### src/rtl/vpa_pkg.sv
package vpa_pkg;
   typedef enum logic {
      TRIG_EDGE  = 1'b0,
      TRIG_LEVEL = 1'b1
   } trig_e;

   localparam int unsigned VPA_MIN_LEGAL = 16;
endpackage

### src/rtl/vpa_bitmap.sv
module vpa_bitmap #(
   parameter int unsigned N = 256
) (
   input  logic         clk,
   input  logic         rst_n,
   input  logic [N-1:0] clr_mask,
   input  logic [N-1:0] set_mask,
   output logic [N-1:0] q
);
   logic [N-1:0] q_r;

   always_ff @(posedge clk) begin
      if (!rst_n) q_r <= '0;
      else        q_r <= (q_r & ~clr_mask) | set_mask;
   end

   assign q = q_r;
endmodule

### src/rtl/vpa_msb_find.sv
module vpa_msb_find #(
   parameter int unsigned N           = 256,
   parameter int unsigned WORD_W      = 32,
   parameter bit          FLAT_SEARCH = 1'b0,
   localparam int unsigned IDX_W      = $clog2(N),
   localparam int unsigned NUM_WORDS  = N / WORD_W,
   localparam int unsigned BIT_W      = $clog2(WORD_W)
) (
   input  logic [N-1:0]     bits,
   output logic             found,
   output logic [IDX_W-1:0] idx
);
   generate
      if (FLAT_SEARCH) begin : g_flat
         always_comb begin
            found = 1'b0;
            idx   = '0;
            for (int i = 0; i < N; i++) begin
               if (bits[i]) begin
                  found = 1'b1;
                  idx   = IDX_W'(i);
               end
            end
         end
      end else begin : g_word
         logic [NUM_WORDS-1:0] word_nz;
         logic [BIT_W-1:0]     word_top [NUM_WORDS];

         always_comb begin
            for (int w = 0; w < NUM_WORDS; w++) begin
               word_nz[w]  = 1'b0;
               word_top[w] = '0;
               for (int b = 0; b < WORD_W; b++) begin
                  if (bits[w*WORD_W + b]) begin
                     word_nz[w]  = 1'b1;
                     word_top[w] = BIT_W'(b);
                  end
               end
            end
         end

         always_comb begin
            found = 1'b0;
            idx   = '0;
            for (int w = 0; w < NUM_WORDS; w++) begin
               if (word_nz[w]) begin
                  found = 1'b1;
                  idx   = IDX_W'(w * WORD_W) | IDX_W'(word_top[w]);
               end
            end
         end
      end
   endgenerate
endmodule

### src/rtl/vpa_prio_calc.sv
module vpa_prio_calc #(
   parameter int unsigned VEC_W   = 8,
   parameter int unsigned CLASS_W = 4,
   localparam int unsigned LOW_W  = VEC_W - CLASS_W
) (
   input  logic             enabled,
   input  logic [VEC_W-1:0] tpr,
   input  logic             isr_found,
   input  logic [VEC_W-1:0] isr_vec,
   input  logic             irr_found,
   input  logic [VEC_W-1:0] irr_vec,
   output logic [VEC_W-1:0] ppr,
   output logic             deliver
);
   logic [VEC_W-1:0]   isr_eff;
   logic [CLASS_W-1:0] tpr_cls, isr_cls, irr_cls;
   logic [VEC_W-1:0]   irr_floor;

   always_comb begin
      isr_eff   = isr_found ? isr_vec : '0;
      tpr_cls   = tpr[VEC_W-1:LOW_W];
      isr_cls   = isr_eff[VEC_W-1:LOW_W];
      irr_cls   = irr_vec[VEC_W-1:LOW_W];
      irr_floor = {irr_cls, {LOW_W{1'b0}}};
      if (tpr_cls >= isr_cls) ppr = tpr;
      else                    ppr = {isr_cls, {LOW_W{1'b0}}};
      deliver = enabled && irr_found && (irr_floor > ppr);
   end
endmodule

### src/rtl/vec_prio_arbiter.sv
module vec_prio_arbiter #(
   parameter int unsigned NUM_VEC     = 256,
   parameter int unsigned WORD_W      = 32,
   parameter int unsigned CLASS_W     = 4,
   parameter bit          FLAT_SEARCH = 1'b0,
   localparam int unsigned VEC_W      = $clog2(NUM_VEC),
   localparam int unsigned NUM_WORDS  = NUM_VEC / WORD_W
) (
   input  logic             clk,
   input  logic             rst_n,
   input  logic             hw_en,
   input  logic             sw_en,
   input  logic             dir_eoi_en,
   input  logic             acc_valid,
   input  logic [VEC_W-1:0] acc_vec,
   input  logic             acc_level,
   output logic             acc_taken,
   input  logic             tpr_we,
   input  logic [VEC_W-1:0] tpr_wdata,
   input  logic             ack_strobe,
   input  logic             eoi_strobe,
   output logic [VEC_W-1:0] ppr,
   output logic             deliv_valid,
   output logic [VEC_W-1:0] deliv_vec,
   output logic             eoi_out_valid,
   output logic [VEC_W-1:0] eoi_out_vec,
   output logic             eoi_out_level
);
   import vpa_pkg::*;

   generate
      if (NUM_WORDS * WORD_W != NUM_VEC) begin : g_chk_words
         $error("NUM_VEC must be a multiple of WORD_W");
      end
      if ((1 << VEC_W) != NUM_VEC) begin : g_chk_pow2
         $error("NUM_VEC must be a power of two");
      end
      if (CLASS_W == 0 || CLASS_W >= VEC_W) begin : g_chk_class
         $error("CLASS_W must be between 1 and VEC_W-1");
      end
   endgenerate

   localparam logic [NUM_VEC-1:0] ONE = NUM_VEC'(1);

   logic               enabled;
   logic [VEC_W-1:0]   tpr_q;
   logic [NUM_VEC-1:0] irr_q, isr_q, tmr_q;
   logic [NUM_VEC-1:0] irr_clr, irr_set, isr_clr, isr_set, tmr_clr, tmr_set;
   logic               irr_found, isr_found;
   logic [VEC_W-1:0]   irr_top, isr_top;
   logic               acc_ok, ack_fire, eoi_fire;
   logic [NUM_VEC-1:0] acc_mask, ack_mask, eoi_mask;
   trig_e              acc_trig;
   logic               out_valid_q, out_level_q;
   logic [VEC_W-1:0]   out_vec_q;

   assign enabled  = hw_en && sw_en;
   assign acc_trig = acc_level ? TRIG_LEVEL : TRIG_EDGE;

   vpa_msb_find #(.N(NUM_VEC), .WORD_W(WORD_W), .FLAT_SEARCH(FLAT_SEARCH)) u_irr_find (
      .bits(irr_q), .found(irr_found), .idx(irr_top)
   );

   vpa_msb_find #(.N(NUM_VEC), .WORD_W(WORD_W), .FLAT_SEARCH(FLAT_SEARCH)) u_isr_find (
      .bits(isr_q), .found(isr_found), .idx(isr_top)
   );

   vpa_prio_calc #(.VEC_W(VEC_W), .CLASS_W(CLASS_W)) u_prio (
      .enabled  (enabled),
      .tpr      (tpr_q),
      .isr_found(isr_found),
      .isr_vec  (isr_top),
      .irr_found(irr_found),
      .irr_vec  (irr_top),
      .ppr      (ppr),
      .deliver  (deliv_valid)
   );

   assign deliv_vec = irr_top;

   always_comb begin
      acc_ok   = acc_valid && enabled;
      ack_fire = ack_strobe && deliv_valid;
      eoi_fire = eoi_strobe && isr_found;
      acc_mask = acc_ok   ? (ONE << acc_vec) : '0;
      ack_mask = ack_fire ? (ONE << irr_top) : '0;
      eoi_mask = eoi_fire ? (ONE << isr_top) : '0;
      acc_taken = acc_ok && !irr_q[acc_vec];
      irr_clr  = ack_mask;
      irr_set  = acc_mask;
      isr_clr  = eoi_mask;
      isr_set  = ack_mask;
      tmr_clr  = eoi_mask | acc_mask;
      tmr_set  = (acc_trig == TRIG_LEVEL) ? acc_mask : '0;
   end

   vpa_bitmap #(.N(NUM_VEC)) u_irr (
      .clk(clk), .rst_n(rst_n), .clr_mask(irr_clr), .set_mask(irr_set), .q(irr_q)
   );
   vpa_bitmap #(.N(NUM_VEC)) u_isr (
      .clk(clk), .rst_n(rst_n), .clr_mask(isr_clr), .set_mask(isr_set), .q(isr_q)
   );
   vpa_bitmap #(.N(NUM_VEC)) u_tmr (
      .clk(clk), .rst_n(rst_n), .clr_mask(tmr_clr), .set_mask(tmr_set), .q(tmr_q)
   );

   always_ff @(posedge clk) begin
      if (!rst_n) begin
         tpr_q       <= '0;
         out_valid_q <= 1'b0;
         out_vec_q   <= '0;
         out_level_q <= 1'b0;
      end else begin
         if (tpr_we) tpr_q <= tpr_wdata;
         out_valid_q <= eoi_fire && !dir_eoi_en;
         if (eoi_fire) begin
            out_vec_q   <= isr_top;
            out_level_q <= tmr_q[isr_top];
         end
      end
   end

   assign eoi_out_valid = out_valid_q;
   assign eoi_out_vec   = out_vec_q;
   assign eoi_out_level = out_level_q;
endmodule

### config.mk
export PLATFORM = sky130hd
export DESIGN_NAME = vec_prio_arbiter
export DESIGN_NICKNAME = d
export VERILOG_FILES = /design/src/rtl/vpa_pkg.sv /design/src/rtl/vpa_bitmap.sv /design/src/rtl/vpa_msb_find.sv /design/src/rtl/vpa_prio_calc.sv /design/src/rtl/vec_prio_arbiter.sv
export SDC_FILE = /design/constraint.sdc
export NUM_CORES = 2
export LEC_CHECK = 0
export BUFFER_PORTS_ARGS = -buffer_cell sky130_fd_sc_hd__buf_4
export CAP_MARGIN = 20
export CORE_UTILIZATION = 25
export DETAILED_ROUTE_END_ITERATION = 16
export PLACE_DENSITY = 0.46
export SLEW_MARGIN = 15
export SYNTH_ARGS = -nofsm -noshare
export SYNTH_HDL_FRONTEND = slang
export SYNTH_SLANG_ARGS = --single-unit
### constraint.sdc
create_clock -name clk -period 13.9 [get_ports clk]
set_input_delay 2.78 -clock clk [delete_from_list [all_inputs] [get_ports clk]]
set_output_delay 2.78 -clock clk [all_outputs]
set_load 0.01 [all_outputs]
==> flow_summary.ini <==
[routing]
drt_first_pass_iters = 8
drtIter0Drc = 8584
vias = 50000
wl_per_cell_um = 34.1
finalWirelength_um = 268000
antenna_left = 0
drcViolationCount = 0
drt-vias-per-instance = 6.36

[sta]
finalSetupViolCount = 0
clock.fmax_mhz = 104
fin_tns_setup_ns = 0
fin_skew_ns = 0.0425
slew-limit-headroom = 0.0815
fin_crit_sh = 0.689
min_period_ns = 9.58
tightest_slew_ns = 1.36
slew_viol_final = 0
rsz0062_at_grt = no
hold_viol = 0

[critical_path]
cp_max_fo = 12
critPathBufInv = 2
cp-start-kind = flip-flop
reg2reg_slack_ns = 5.76
r2r_cells = 27
timing.rr.end = u_irr.q[24]
path_class = reg2out
crit_top_cell = a21oi_1
path_delay_family = compound AO/OA/AOI/OAI gates
end_kind = output port
crit_chain = nor4_1 > nand4_1 > nand2b_1 > a21oi_1 > nor2_1 > o211a_1 > o21a_1 > clkinv_1 > ha_1 > nand2b_1 > a21o_1 > a21o_1 > a21oi_1 > nor2_1 > a21o_1 > ha_1 > a21oi_1 > nor2b_1 > o21ai_0 > nand2b_1 > o2111ai_1 > a21oi_1 > buf_4
reg2reg_from = u_isr.q[29]
crit_arrival_ns = 6.80
slowest_stage = nor4_1
crit_path_max_incr_delay_ns = 0.65
critical_path_required_ns = 11.12

[floorplan]
core_area_mm2 = 0.170
rows = 151
die_y_um = 416
die_w_um = 416
io_pins = 54
dieArea_mm2 = 0.173
start_util = 0.252

[run_status]
status = complete, no violations

[synthesis]
synth_seq_cells = 786
synthTopCellsByArea = dfxtp_1, nand2_1, nand3_1, nor2_1, a21oi_1
syn_inst = 5666
ys_seq_area_frac = 0.368
yosysWarnings = 0
synth_nets = 5700
synth_area_mm2 = 0.0428
async_flop_share = 0
synth_flop_cell = dfxtp_1
synth_edf_count = 0
synth_top_area_cell = dfxtp_1
ys_types = 85
avgSynthCellArea_um2 = 7.56
synth_top_area_share = 0.368

[global_routing]
grt_pass1_vias = 45400
grt_pass1_wl_um = 365000
grt_use_total = 0.297
grt_max_degree = 203
grt_antenna_before_repair = 20
grt.overflow.total = 0

[clock_network]
cts.reportedPaths.clkPinSlew_ns = 0.06
htreeDepth = 3
cts_tree = yes
clock_path_buffers = 3
cts-buffers-inserted = 93
cts_setup_buffers = 0
postCtsResizedCells = 0
root_buffer = clkbuf_16
ctsHoldBuffers = 0
clk_latency_ns = 0.75
cts_sinks = 786

[power_and_ir_drop]
leakage_nw = 16.3
total_power_mw = 5.23
irDropWorstVdd_mv = 0.0926
power_density_mw_per_mm2 = 107

[layout]
seq_area_mm2 = 0.0157
syn2layout_area_growth_pct = 14.5
layout_common_cells = nand2_1, dfxtp_1, nor2_1, nand3_1, a21oi_1
num-fill-cells = 18300
postLayoutCoreUtil = 0.289
final_nets = 5602
final_layout_size_suffix_gt1_frac = 0.109
multi_input_comb_area_mm2 = 0.0254
final_common_cell = nand2_1

[min_path]
min_from = u_tmr.q[3]
worstHoldPathCells = 2
hold_path_end = u_tmr.q[3]
hold_path.class = reg2reg

[place]
numPortBuffers = 53
dpl.hpwl_um = 178000
gp_congestion = 1.02

[run]
maxCapViolCount = 0
## cell type report
type,instances,share of cell area
repair buffers,212,0.0337
flip-flops and latches,786,0.321
well taps,2218,0.0566
multi-input cells,4367,0.517
clock buffers,140,0.0563
clock inverters,24,0.00597
diodes,12,0.000613
inverters,108,0.00845
## worst max-delay path by stage
stage / from / end / slack, ns / cells after the start
6_report: u_isr.q[29] / deliv_valid / 4.32 / 23
5_1_grt: u_isr.q[48] / deliv_valid / 4.18 / 23
4_1_cts: u_isr.q[29] / deliv_valid / 4.46 / 23
3_5_place_dp: acc_vec[0] / acc_taken / 4.52 / 8
3_3_place_gp: acc_vec[0] / acc_taken / 4.50 / 8
2_1_floorplan: acc_vec[0] / acc_taken / 5.40 / 7
## worst register-to-register path: cells and delay by family (launching register included)
kind / cells / cell delay, ns
flops: 1 / 0.35
simple gates: 11 / 3.57
buf+inv: 2 / 0.84
fa+ha+maj: 2 / 0.82
compound gates: 12 / 2.39
## kinds of logic (layout without fill, tap and decap cells)
family                   count (synthesis)  count (layout)  synth area share
AO/OA/AOI/OAI                         1561            1561             0.240
adder cells (fa/ha/maj)                  8               8           0.00234
buffers and inverters                  513             484            0.0481
flip-flops                             786             786             0.368
multiplexers                           168             168            0.0645
other                                    0              12                 0
AND/OR/NAND/NOR                       2630            2630             0.278
## stage by stage
step                cells  setup slack, ns  instance area (um^2)  hold slack, ns
finish               7867             4.32                 49000           0.465
CTS                  7849             4.46                 48900           0.466
global placement     7679             4.50                 45800           0.452
global route         7855             4.18                 49000           0.481
detailed placement   7685             4.52                 45900           0.458
floorplan            5666             5.40                 42800           0.438
## synthesized netlist by cell type, types with 38 or more instances
cell and number:
clkbuf_1 340, nand2b_1 50, a31oi_1 150, mux2i_1 71, o21bai_1 38, a31o_2 75, o21ai_0 371, a211oi_1 41
nand3_1 446, a21oi_1 384, o31ai_1 123, mux4_2 85, a32o_1 57, nor2_1 588, nor2b_1 39, or4_1 44
and3_1 92, dfxtp_1 786, a41oi_1 133, nand2_1 997, nor3_1 106, inv_1 107, nor4_1 137
## flip-flops by register name (all words and copies together) (netlist names)
register,count
eoi_out_level,1
eoi_out_valid,1
eoi_out_vec,8
tpr_q,8
u_irr.q,256
u_isr.q,256
u_tmr.q,256
## per-layer routing
| layer | vias to the layer above | global-route usage | part of all wire |
|---|---|---|---|
| met5 | - | 0 | 0.00035 |
| met4 | 12 | 0.202 | 0.078 |
| met3 | 867 | 0.0916 | 0.13 |
| met2 | 3838 | 0.414 | 0.40 |
| met1 | 24600 | 0.389 | 0.39 |
| li1 | 20800 | - | - |
## report_power, final
| group | switching (mW) | internal (mW) | leakage (nW) |
|---|---|---|---|
| Clock | 1.11 | 1.47 | 1.51 |
| Sequential | 0.00204 | 2.25 | 6.33 |
| Combinational | 0.335 | 0.0631 | 8.47 |
(Power assumes the default switching activity.)
